**config.mk**
```make
export PLATFORM = sky130hd
export DESIGN_NAME = pps_tracker
export DESIGN_NICKNAME = d
export VERILOG_FILES = /design/src/rtl/pps_pkg.sv /design/src/rtl/pps_rate_lut.sv /design/src/rtl/pps_seq.sv /design/src/rtl/pps_tracker.sv
export SDC_FILE = /design/constraint.sdc
export NUM_CORES = 1
export LEC_CHECK = 0
export ABC_CLOCK_PERIOD_IN_PS = 64400
export CAP_MARGIN = 30
export CORE_ASPECT_RATIO = 0.7
export CORE_MARGIN = 1
export CORE_UTILIZATION = 47
export CTS_CLUSTER_DIAMETER = 60
export DETAILED_ROUTE_END_ITERATION = 6
export PLACE_DENSITY = 0.73
export SYNTH_ARGS = -nofsm -noshare
export SYNTH_HDL_FRONTEND = slang
export SYNTH_SLANG_ARGS = --single-unit
```
**constraint.sdc**
```tcl
create_clock -name clk -period 64.4 [get_ports clk]
set_clock_uncertainty 0.05 [all_clocks]
set_input_delay 12.88 -clock clk [delete_from_list [all_inputs] [get_ports clk]]
set_output_delay 12.88 -clock clk [all_outputs]
set_load 0.1 [all_outputs]
```
**src/rtl/pps_pkg.sv**
```systemverilog
package pps_pkg;

  typedef enum logic [3:0] {
    ST_OFF,     // idle until next session
    ST_TS,      // waiting for initial character
    ST_T0,      // format byte of the answer
    ST_IFC,     // interface bytes of one group
    ST_HIST,    // historical bytes
    ST_TCK,     // answer check byte
    ST_RQ_SS,   // request start byte
    ST_RQ_P0,   // request format byte
    ST_RQ_OPT,  // request optional bytes
    ST_RQ_CK,   // request check byte
    ST_RS_SS,   // response start byte
    ST_RS_P0,   // response format byte
    ST_RS_P1,   // response first parameter byte
    ST_RS_OPT,  // response remaining optional bytes
    ST_RS_CK    // response check byte
  } trk_state_e;

  // Clock rate conversion factor from its index; zero marks a reserved code.
  function automatic logic [11:0] rate_of(input logic [3:0] idx);
    case (idx)
      4'd0, 4'd1: rate_of = 12'd372;
      4'd2:       rate_of = 12'd558;
      4'd3:       rate_of = 12'd744;
      4'd4:       rate_of = 12'd1116;
      4'd5:       rate_of = 12'd1488;
      4'd6:       rate_of = 12'd1860;
      4'd9:       rate_of = 12'd512;
      4'd10:      rate_of = 12'd768;
      4'd11:      rate_of = 12'd1024;
      4'd12:      rate_of = 12'd1536;
      4'd13:      rate_of = 12'd2048;
      default:    rate_of = 12'd0;
    endcase
  endfunction

  // Baud rate adjustment factor from its index; zero marks a reserved code.
  function automatic logic [6:0] div_of(input logic [3:0] idx);
    case (idx)
      4'd1:    div_of = 7'd1;
      4'd2:    div_of = 7'd2;
      4'd3:    div_of = 7'd4;
      4'd4:    div_of = 7'd8;
      4'd5:    div_of = 7'd16;
      4'd6:    div_of = 7'd32;
      4'd7:    div_of = 7'd64;
      4'd8:    div_of = 7'd12;
      4'd9:    div_of = 7'd20;
      default: div_of = 7'd0;
    endcase
  endfunction

endpackage

```
**src/rtl/pps_rate_lut.sv**
```systemverilog
module pps_rate_lut #(
  parameter int HALF_W = 8
) (
  input  logic [7:0]        param_byte,
  output logic              rate_ok,
  output logic [HALF_W-1:0] half_etu
);
  import pps_pkg::*;

  localparam int LIMIT = 1 << HALF_W;

  logic [11:0] f_val;
  logic [11:0] den;
  logic [11:0] quo;
  logic [11:0] rem;

  always_comb begin
    f_val    = rate_of(param_byte[7:4]);
    den      = {4'b0, div_of(param_byte[3:0]), 1'b0};
    quo      = '0;
    rem      = '1;
    rate_ok  = 1'b0;
    half_etu = '0;
    if (f_val != '0 && den != '0) begin
      quo = f_val / den;
      rem = f_val % den;
      if (rem == '0 && quo != '0 && 32'(quo) < LIMIT) begin
        rate_ok  = 1'b1;
        half_etu = HALF_W'(quo);
      end
    end
  end

endmodule

```
**src/rtl/pps_seq.sv**
```systemverilog
module pps_seq (
  input  logic       clk,
  input  logic       rst_n,
  input  logic       sess_start,
  input  logic       chr_valid,
  input  logic [7:0] chr_data,
  input  logic       rate_ok,
  output logic [7:0] param_q,
  output logic       fire
);
  import pps_pkg::*;

  trk_state_e st_q, st_n;
  logic [3:0] cnt_q, cnt_n;     // bytes left in the current group
  logic       tdp_q, tdp_n;     // current group ends with an indicator byte
  logic [3:0] hist_q, hist_n;   // historical bytes still to come
  logic       tck_q, tck_n;     // answer check byte expected
  logic [2:0] ropt_q, ropt_n;   // optional bytes announced by the request
  logic       echo_q, echo_n;   // response carries the first parameter byte
  logic [7:0] param_n;
  logic       adv;

  assign adv = sess_start | chr_valid;

  always_comb begin
    logic [3:0] y;
    logic       tck_v;
    logic [3:0] c;
    st_n    = st_q;
    cnt_n   = cnt_q;
    tdp_n   = tdp_q;
    hist_n  = hist_q;
    tck_n   = tck_q;
    ropt_n  = ropt_q;
    echo_n  = echo_q;
    param_n = param_q;
    fire    = 1'b0;
    y       = chr_data[7:4];
    tck_v   = tck_q;
    c       = '0;
    if (sess_start) begin
      st_n   = ST_TS;
      cnt_n  = '0;
      tdp_n  = 1'b0;
      hist_n = '0;
      tck_n  = 1'b0;
      ropt_n = '0;
      echo_n = 1'b0;
    end else if (chr_valid) begin
      case (st_q)
        ST_TS: st_n = (chr_data == 8'h3B) ? ST_T0 : ST_OFF;
        ST_T0: begin
          hist_n = chr_data[3:0];
          cnt_n  = 4'($countones(y));
          tdp_n  = y[3];
          if (y != '0)                 st_n = ST_IFC;
          else if (chr_data[3:0] != 0) st_n = ST_HIST;
          else                         st_n = ST_RQ_SS;
        end
        ST_IFC: begin
          cnt_n = cnt_q - 4'd1;
          if (cnt_q == 4'd1) begin
            if (tdp_q && chr_data[3:0] != '0) tck_v = 1'b1;
            tck_n = tck_v;
            if (tdp_q && y != '0) begin
              cnt_n = 4'($countones(y));
              tdp_n = y[3];
            end else if (hist_q != '0) st_n = ST_HIST;
            else if (tck_v)            st_n = ST_TCK;
            else                       st_n = ST_RQ_SS;
          end
        end
        ST_HIST: begin
          hist_n = hist_q - 4'd1;
          if (hist_q == 4'd1) st_n = tck_q ? ST_TCK : ST_RQ_SS;
        end
        ST_TCK:   st_n = ST_RQ_SS;
        ST_RQ_SS: st_n = (chr_data == 8'hFF) ? ST_RQ_P0 : ST_OFF;
        ST_RQ_P0: begin
          ropt_n = chr_data[6:4];
          c      = 4'($countones(chr_data[6:4]));
          cnt_n  = c;
          st_n   = (c != '0) ? ST_RQ_OPT : ST_RQ_CK;
        end
        ST_RQ_OPT: begin
          cnt_n = cnt_q - 4'd1;
          if (cnt_q == 4'd1) st_n = ST_RQ_CK;
        end
        ST_RQ_CK: st_n = ST_RS_SS;
        ST_RS_SS: st_n = (chr_data == 8'hFF) ? ST_RS_P0 : ST_OFF;
        ST_RS_P0: begin
          c      = 4'($countones(chr_data[6:5]));
          cnt_n  = c;
          echo_n = chr_data[4];
          if ((chr_data[6:4] & ~ropt_q) != '0) st_n = ST_OFF;
          else if (chr_data[4])                st_n = ST_RS_P1;
          else if (c != '0)                    st_n = ST_RS_OPT;
          else                                 st_n = ST_RS_CK;
        end
        ST_RS_P1: begin
          param_n = chr_data;
          st_n    = (cnt_q != '0) ? ST_RS_OPT : ST_RS_CK;
        end
        ST_RS_OPT: begin
          cnt_n = cnt_q - 4'd1;
          if (cnt_q == 4'd1) st_n = ST_RS_CK;
        end
        ST_RS_CK: begin
          fire = echo_q & rate_ok;
          st_n = ST_OFF;
        end
        default: st_n = ST_OFF;
      endcase
    end
  end

  always_ff @(posedge clk or negedge rst_n) begin
    if (!rst_n) begin
      st_q    <= ST_OFF;
      cnt_q   <= '0;
      tdp_q   <= 1'b0;
      hist_q  <= '0;
      tck_q   <= 1'b0;
      ropt_q  <= '0;
      echo_q  <= 1'b0;
      param_q <= '0;
    end else if (adv) begin
      st_q    <= st_n;
      cnt_q   <= cnt_n;
      tdp_q   <= tdp_n;
      hist_q  <= hist_n;
      tck_q   <= tck_n;
      ropt_q  <= ropt_n;
      echo_q  <= echo_n;
      param_q <= param_n;
    end
  end

  assert_restart_R2: assert property (@(posedge clk) disable iff (!rst_n)
    sess_start |=> st_q == ST_TS);
  assert_bad_ts_R3: assert property (@(posedge clk) disable iff (!rst_n)
    (st_q == ST_TS && chr_valid && !sess_start && chr_data != 8'h3B) |=> st_q == ST_OFF);
  assert_bad_ppss_R5: assert property (@(posedge clk) disable iff (!rst_n)
    (st_q == ST_RQ_SS && chr_valid && !sess_start && chr_data != 8'hFF) |=> st_q == ST_OFF);
  assert_idle_holds_R10: assert property (@(posedge clk) disable iff (!rst_n)
    (st_q == ST_OFF && !sess_start) |=> st_q == ST_OFF);

endmodule

```
**src/rtl/pps_tracker.sv**
```systemverilog
module pps_tracker #(
  parameter int HALF_W = 8
) (
  input  logic              clk,
  input  logic              rst_n,
  input  logic              sess_start,
  input  logic              chr_valid,
  input  logic [7:0]        chr_data,
  output logic              etu_load,
  output logic [HALF_W-1:0] etu_value,
  output logic              pps_act
);

  logic [7:0] param_q;
  logic       rate_ok;
  logic       fire;

  pps_seq u_seq (
    .clk        (clk),
    .rst_n      (rst_n),
    .sess_start (sess_start),
    .chr_valid  (chr_valid),
    .chr_data   (chr_data),
    .rate_ok    (rate_ok),
    .param_q    (param_q),
    .fire       (fire)
  );

  pps_rate_lut #(.HALF_W(HALF_W)) u_lut (
    .param_byte (param_q),
    .rate_ok    (rate_ok),
    .half_etu   (etu_value)
  );

  assign etu_load = fire;
  assign pps_act  = fire;

  assert_load_on_strobe_R8: assert property (@(posedge clk) disable iff (!rst_n)
    etu_load |-> (chr_valid && !sess_start));
  assert_load_nonzero_R9: assert property (@(posedge clk) disable iff (!rst_n)
    etu_load |-> etu_value != '0);

endmodule

```
==> out/results.tsv <==
stage	metric	value	unit
global_routing	grt_max_degree	22	
global_routing	grt_util_met3	2.19	%
global_routing	antenna_found_initial	0	
critical_path	critPathRequiredTime	51.47	ns
critical_path	worstPathArrival	21.28	ns
layout	diodes	0	
layout	design_area	5920	um^2
clock_tree	htreeDepth	1	
critical_path	path_class	reg2out	
timing	slew_viol_final	0	
logic_synthesis	yosys.area.top_type	ha_1	
clock_tree	cts.hold.buffers_added	0	
floorplanning	io_pins	22	
critical_path	worst_setup_path_start_kind	flip-flop	
logic_synthesis	syn_avg_cell_area	7.69	um^2
logic_synthesis	yosys_warnings	0	
clock_tree	cts.sinks	26	
logic_synthesis	synth_top_cell_area_share	18.2	%
logic_synthesis	ys_seq_area_share	11.8	%
logic_synthesis	synth_area	5500	um^2
timing	min_period	34.21	ns
global_routing	grt_overflow_total	0	
layout	layout-drive-gt1-share	8.74	%
logic_synthesis	ys_types	90	
route	drcViolationCount	0	
logic_synthesis	ys_ff_latch	26	
route	antenna_left	0	
timing	holdWs	0.487	ns
critical_path	slowest_delay	1.17	ns
floorplanning	initial_core_util	49.1	%
route	drt-wirelength-per-cell	17.4	um
placed_design	dp_hpwl	12100	um
global_routing	grt_pass1_vias	5075	
route	drtPass1Iterations	6	
placed_design	placed_cell_area	5800	um^2
global_routing	grt_pass1_wl	25200	um
floorplanning	die_w	131	um
route	via_per_inst	6.38	
logic_synthesis	synthFlopType	dfrtp_1	
placed_design	gp_congestion	0.946	
global_routing	busiest_layer	met2	
logic_synthesis	synth_nets	810	
timing	hold_violations	0	
floorplanning	die-height	92.5	um
global_routing	grtUsageMet2	38.4	%
logic_synthesis	synthTopCellsByArea	ha_1, dfrtp_1, nand2_1	
timing	worstMarginPinSlew	0.972	ns
clock_tree	post_cts_buffers	0	
critical_path	path_max_fanout	16	
layout	area_growth	7.53	%
clock_tree	cts_tree	built	
job	cap_violations	0	
timing	rsz0062_at_grt	false	
clock_tree	cts_buffers	3	
timing	relSlewSlack	35.0	%
clock_tree	worstSkewPairLatency	0.26	ns
placed_design	portBuffers	21	
layout	fin_nets	816	
logic_synthesis	synthArstFlopShare	100	%
clock_tree	cts_root_buffer	clkbuf_16	
critical_path	setup.worst_path.end_class	output pin	
logic_synthesis	synth_edf_count	0	
clock_tree	clock_path_buffers	2	
timing	fin_tns_setup	0	ns
timing	setup_viol	0	
timing	fmax	29.2	MHz
hold_path	hold_class	reg2reg	
global_routing	use_met1	38.0	%
logic_synthesis	syn_inst	716	
floorplanning	coreArea	11200	um^2
critical_path	slowest_stage	clkdlybuf4s50_1	
clock_tree	cts_resized	0	
clock_tree	clk_transition_reported_paths	0.07	ns
route	wl	15200	um
route	dr.first_iter.drc_count	553	
critical_path	crit_family	compound AO/OA/AOI/OAI gates	
global_routing	grt_usage	25.1	%
timing	post-route-period-util	53.1	%
status	status	finished clean	
route	vias	5573	
floorplanning	dieArea	12200	um^2
critical_path	crit_buf_inv	2	
floorplanning	row_count	32	
synthesized netlist by cell type, types with 3 or more instances:
| cell | count |
|---|---|
| a211o_1 | 3 |
| nand4_1 | 4 |
| a311oi_1 | 5 |
| buf_4 | 3 |
| nor3b_2 | 4 |
| nand2_1 | 69 |
| and3_1 | 5 |
| o31ai_1 | 6 |
| o21a_1 | 28 |
| a22o_1 | 5 |
| mux2_2 | 13 |
| o31a_1 | 3 |
| or3_1 | 9 |
| nor2b_1 | 7 |
| a211oi_1 | 6 |
| o211ai_1 | 10 |
| dfrtp_1 | 26 |
| nor2_1 | 65 |
| mux2_4 | 4 |
| mux2i_1 | 13 |
| nand3_1 | 23 |
| o22ai_1 | 4 |
| or2_2 | 7 |
| ha_1 | 80 |
| o21ai_0 | 45 |
| nor4_1 | 3 |
| a21boi_0 | 3 |
| and2_1 | 8 |
| a21oi_1 | 44 |
| nor3b_1 | 8 |
| nor3_1 | 40 |
| xor2_1 | 5 |
| xnor2_1 | 10 |
| inv_1 | 34 |
| clkbuf_1 | 14 |
| a21o_1 | 11 |
| a31oi_1 | 4 |
| o2111ai_1 | 3 |
| nand3b_1 | 3 |
| buf_2 | 3 |
| nand2b_1 | 10 |
through the flow:
| stage | util [%] | instances | worst slack, ns |
|---|---|---|---|
| after global placement | 51.7 | 868 | 31.32 |
| after detailed placement | 51.8 | 869 | 30.74 |
| final | 52.8 | 874 | 30.19 |
| after CTS | 52.7 | 873 | 30.44 |
| after global routing | 52.8 | 874 | 28.75 |
| after floorplan | - | 716 | 32.53 |
worst reg2reg max path: stages (launching register included):
cell	delay (ns)
dfrtp_1	0.40
inv_1	0.11
ha_1	0.15
nor3b_1	0.55
nand3_1	0.23
a31o_2	0.28
a21oi_1	0.41
nor3b_1	0.11
a221oi_1	0.21
o21ai_0	0.12
state kept, by name, indices dropped and copies added, names as in the netlist:
name           flops
u_seq.cnt_q        4
u_seq.st_q         4
u_seq.param_q      8
u_seq.tck_q        1
u_seq.tdp_q        1
u_seq.hist_q       4
u_seq.ropt_q       3
u_seq.echo_q       1
final timing paths:
check / slack [ns] / endpoint / cells after the start / startpoint
worst max-delay path: 30.19 / etu_value[6] / 77 / u_seq.param_q[1]
worst min-delay path: 0.49 / u_seq.echo_q / 2 / u_seq.echo_q
worst max register to register: 61.67 / u_seq.cnt_q[2] / 9 / u_seq.cnt_q[1]
worst min register to register: 0.49 / u_seq.echo_q / 2 / u_seq.echo_q
max in group asynchronous: 50.71 / u_seq.st_q[1] / 2 / rst_n
min in group asynchronous: 12.95 / u_seq.cnt_q[1] / 1 / rst_n
routing by layer:
layer / up-vias / wire (um)
met5: - / 0
met4: 0 / 133
met3: 13 / 1110
met2: 221 / 6150
met1: 2638 / 7790
li1: 2701 / -
cells in the final DEF (no fill, tap or decap), types with 4 or more instances in the layout:
master and count:
or2_2 7, and2_1 8, or3_1 9, a311oi_1 5, inv_1 34, a211oi_1 6
a21oi_1 44, nand2b_1 10, clkdlybuf4s50_1 21, dfrtp_1 26, o31ai_1 6, mux2_4 4
nor3b_2 4, a31oi_1 4, nand2_1 69, xor2_1 5, o211ai_1 10, mux2i_1 13
a21o_1 11, nor3b_1 8, o21ai_0 45, nor3_1 40, nand3_1 23, o22ai_1 4
o21a_1 28, xnor2_1 10, nand4_1 4, nor2_1 65, nor2b_1 7, mux2_2 13
a22o_1 5, ha_1 80, and3_1 5
cell families (layout without fill, tap and decap cells):
| kind of cell | Yosys count | after routing | synth area share, % |
|---|---|---|---|
| buffers and inverters | 58 | 63 | 4.50 |
| adder cells (fa/ha/maj) | 82 | 82 | 18.9 |
| XOR/XNOR | 15 | 15 | 2.39 |
| AND/OR/NAND/NOR | 281 | 281 | 26.2 |
| AO/OA/AOI/OAI | 221 | 221 | 29.1 |
| multiplexers | 33 | 33 | 7.14 |
| flip-flops | 26 | 26 | 11.8 |
area by class of cell:
type / instances / area, um^2
Clock buffer: 3 / 75.1
Clock inverter: 1 / 30.0
Fill cell: 1083 / 5290
Inverter: 34 / 128
Multi-Input combinational cell: 632 / 4600
Sequential cell: 26 / 651
Tap cell: 153 / 191
Timing Repair Buffer: 25 / 238
Power is left out: the tool's default activity adds up to more than one toggle a clock period on the data nets, which glitch-free logic cannot reach.
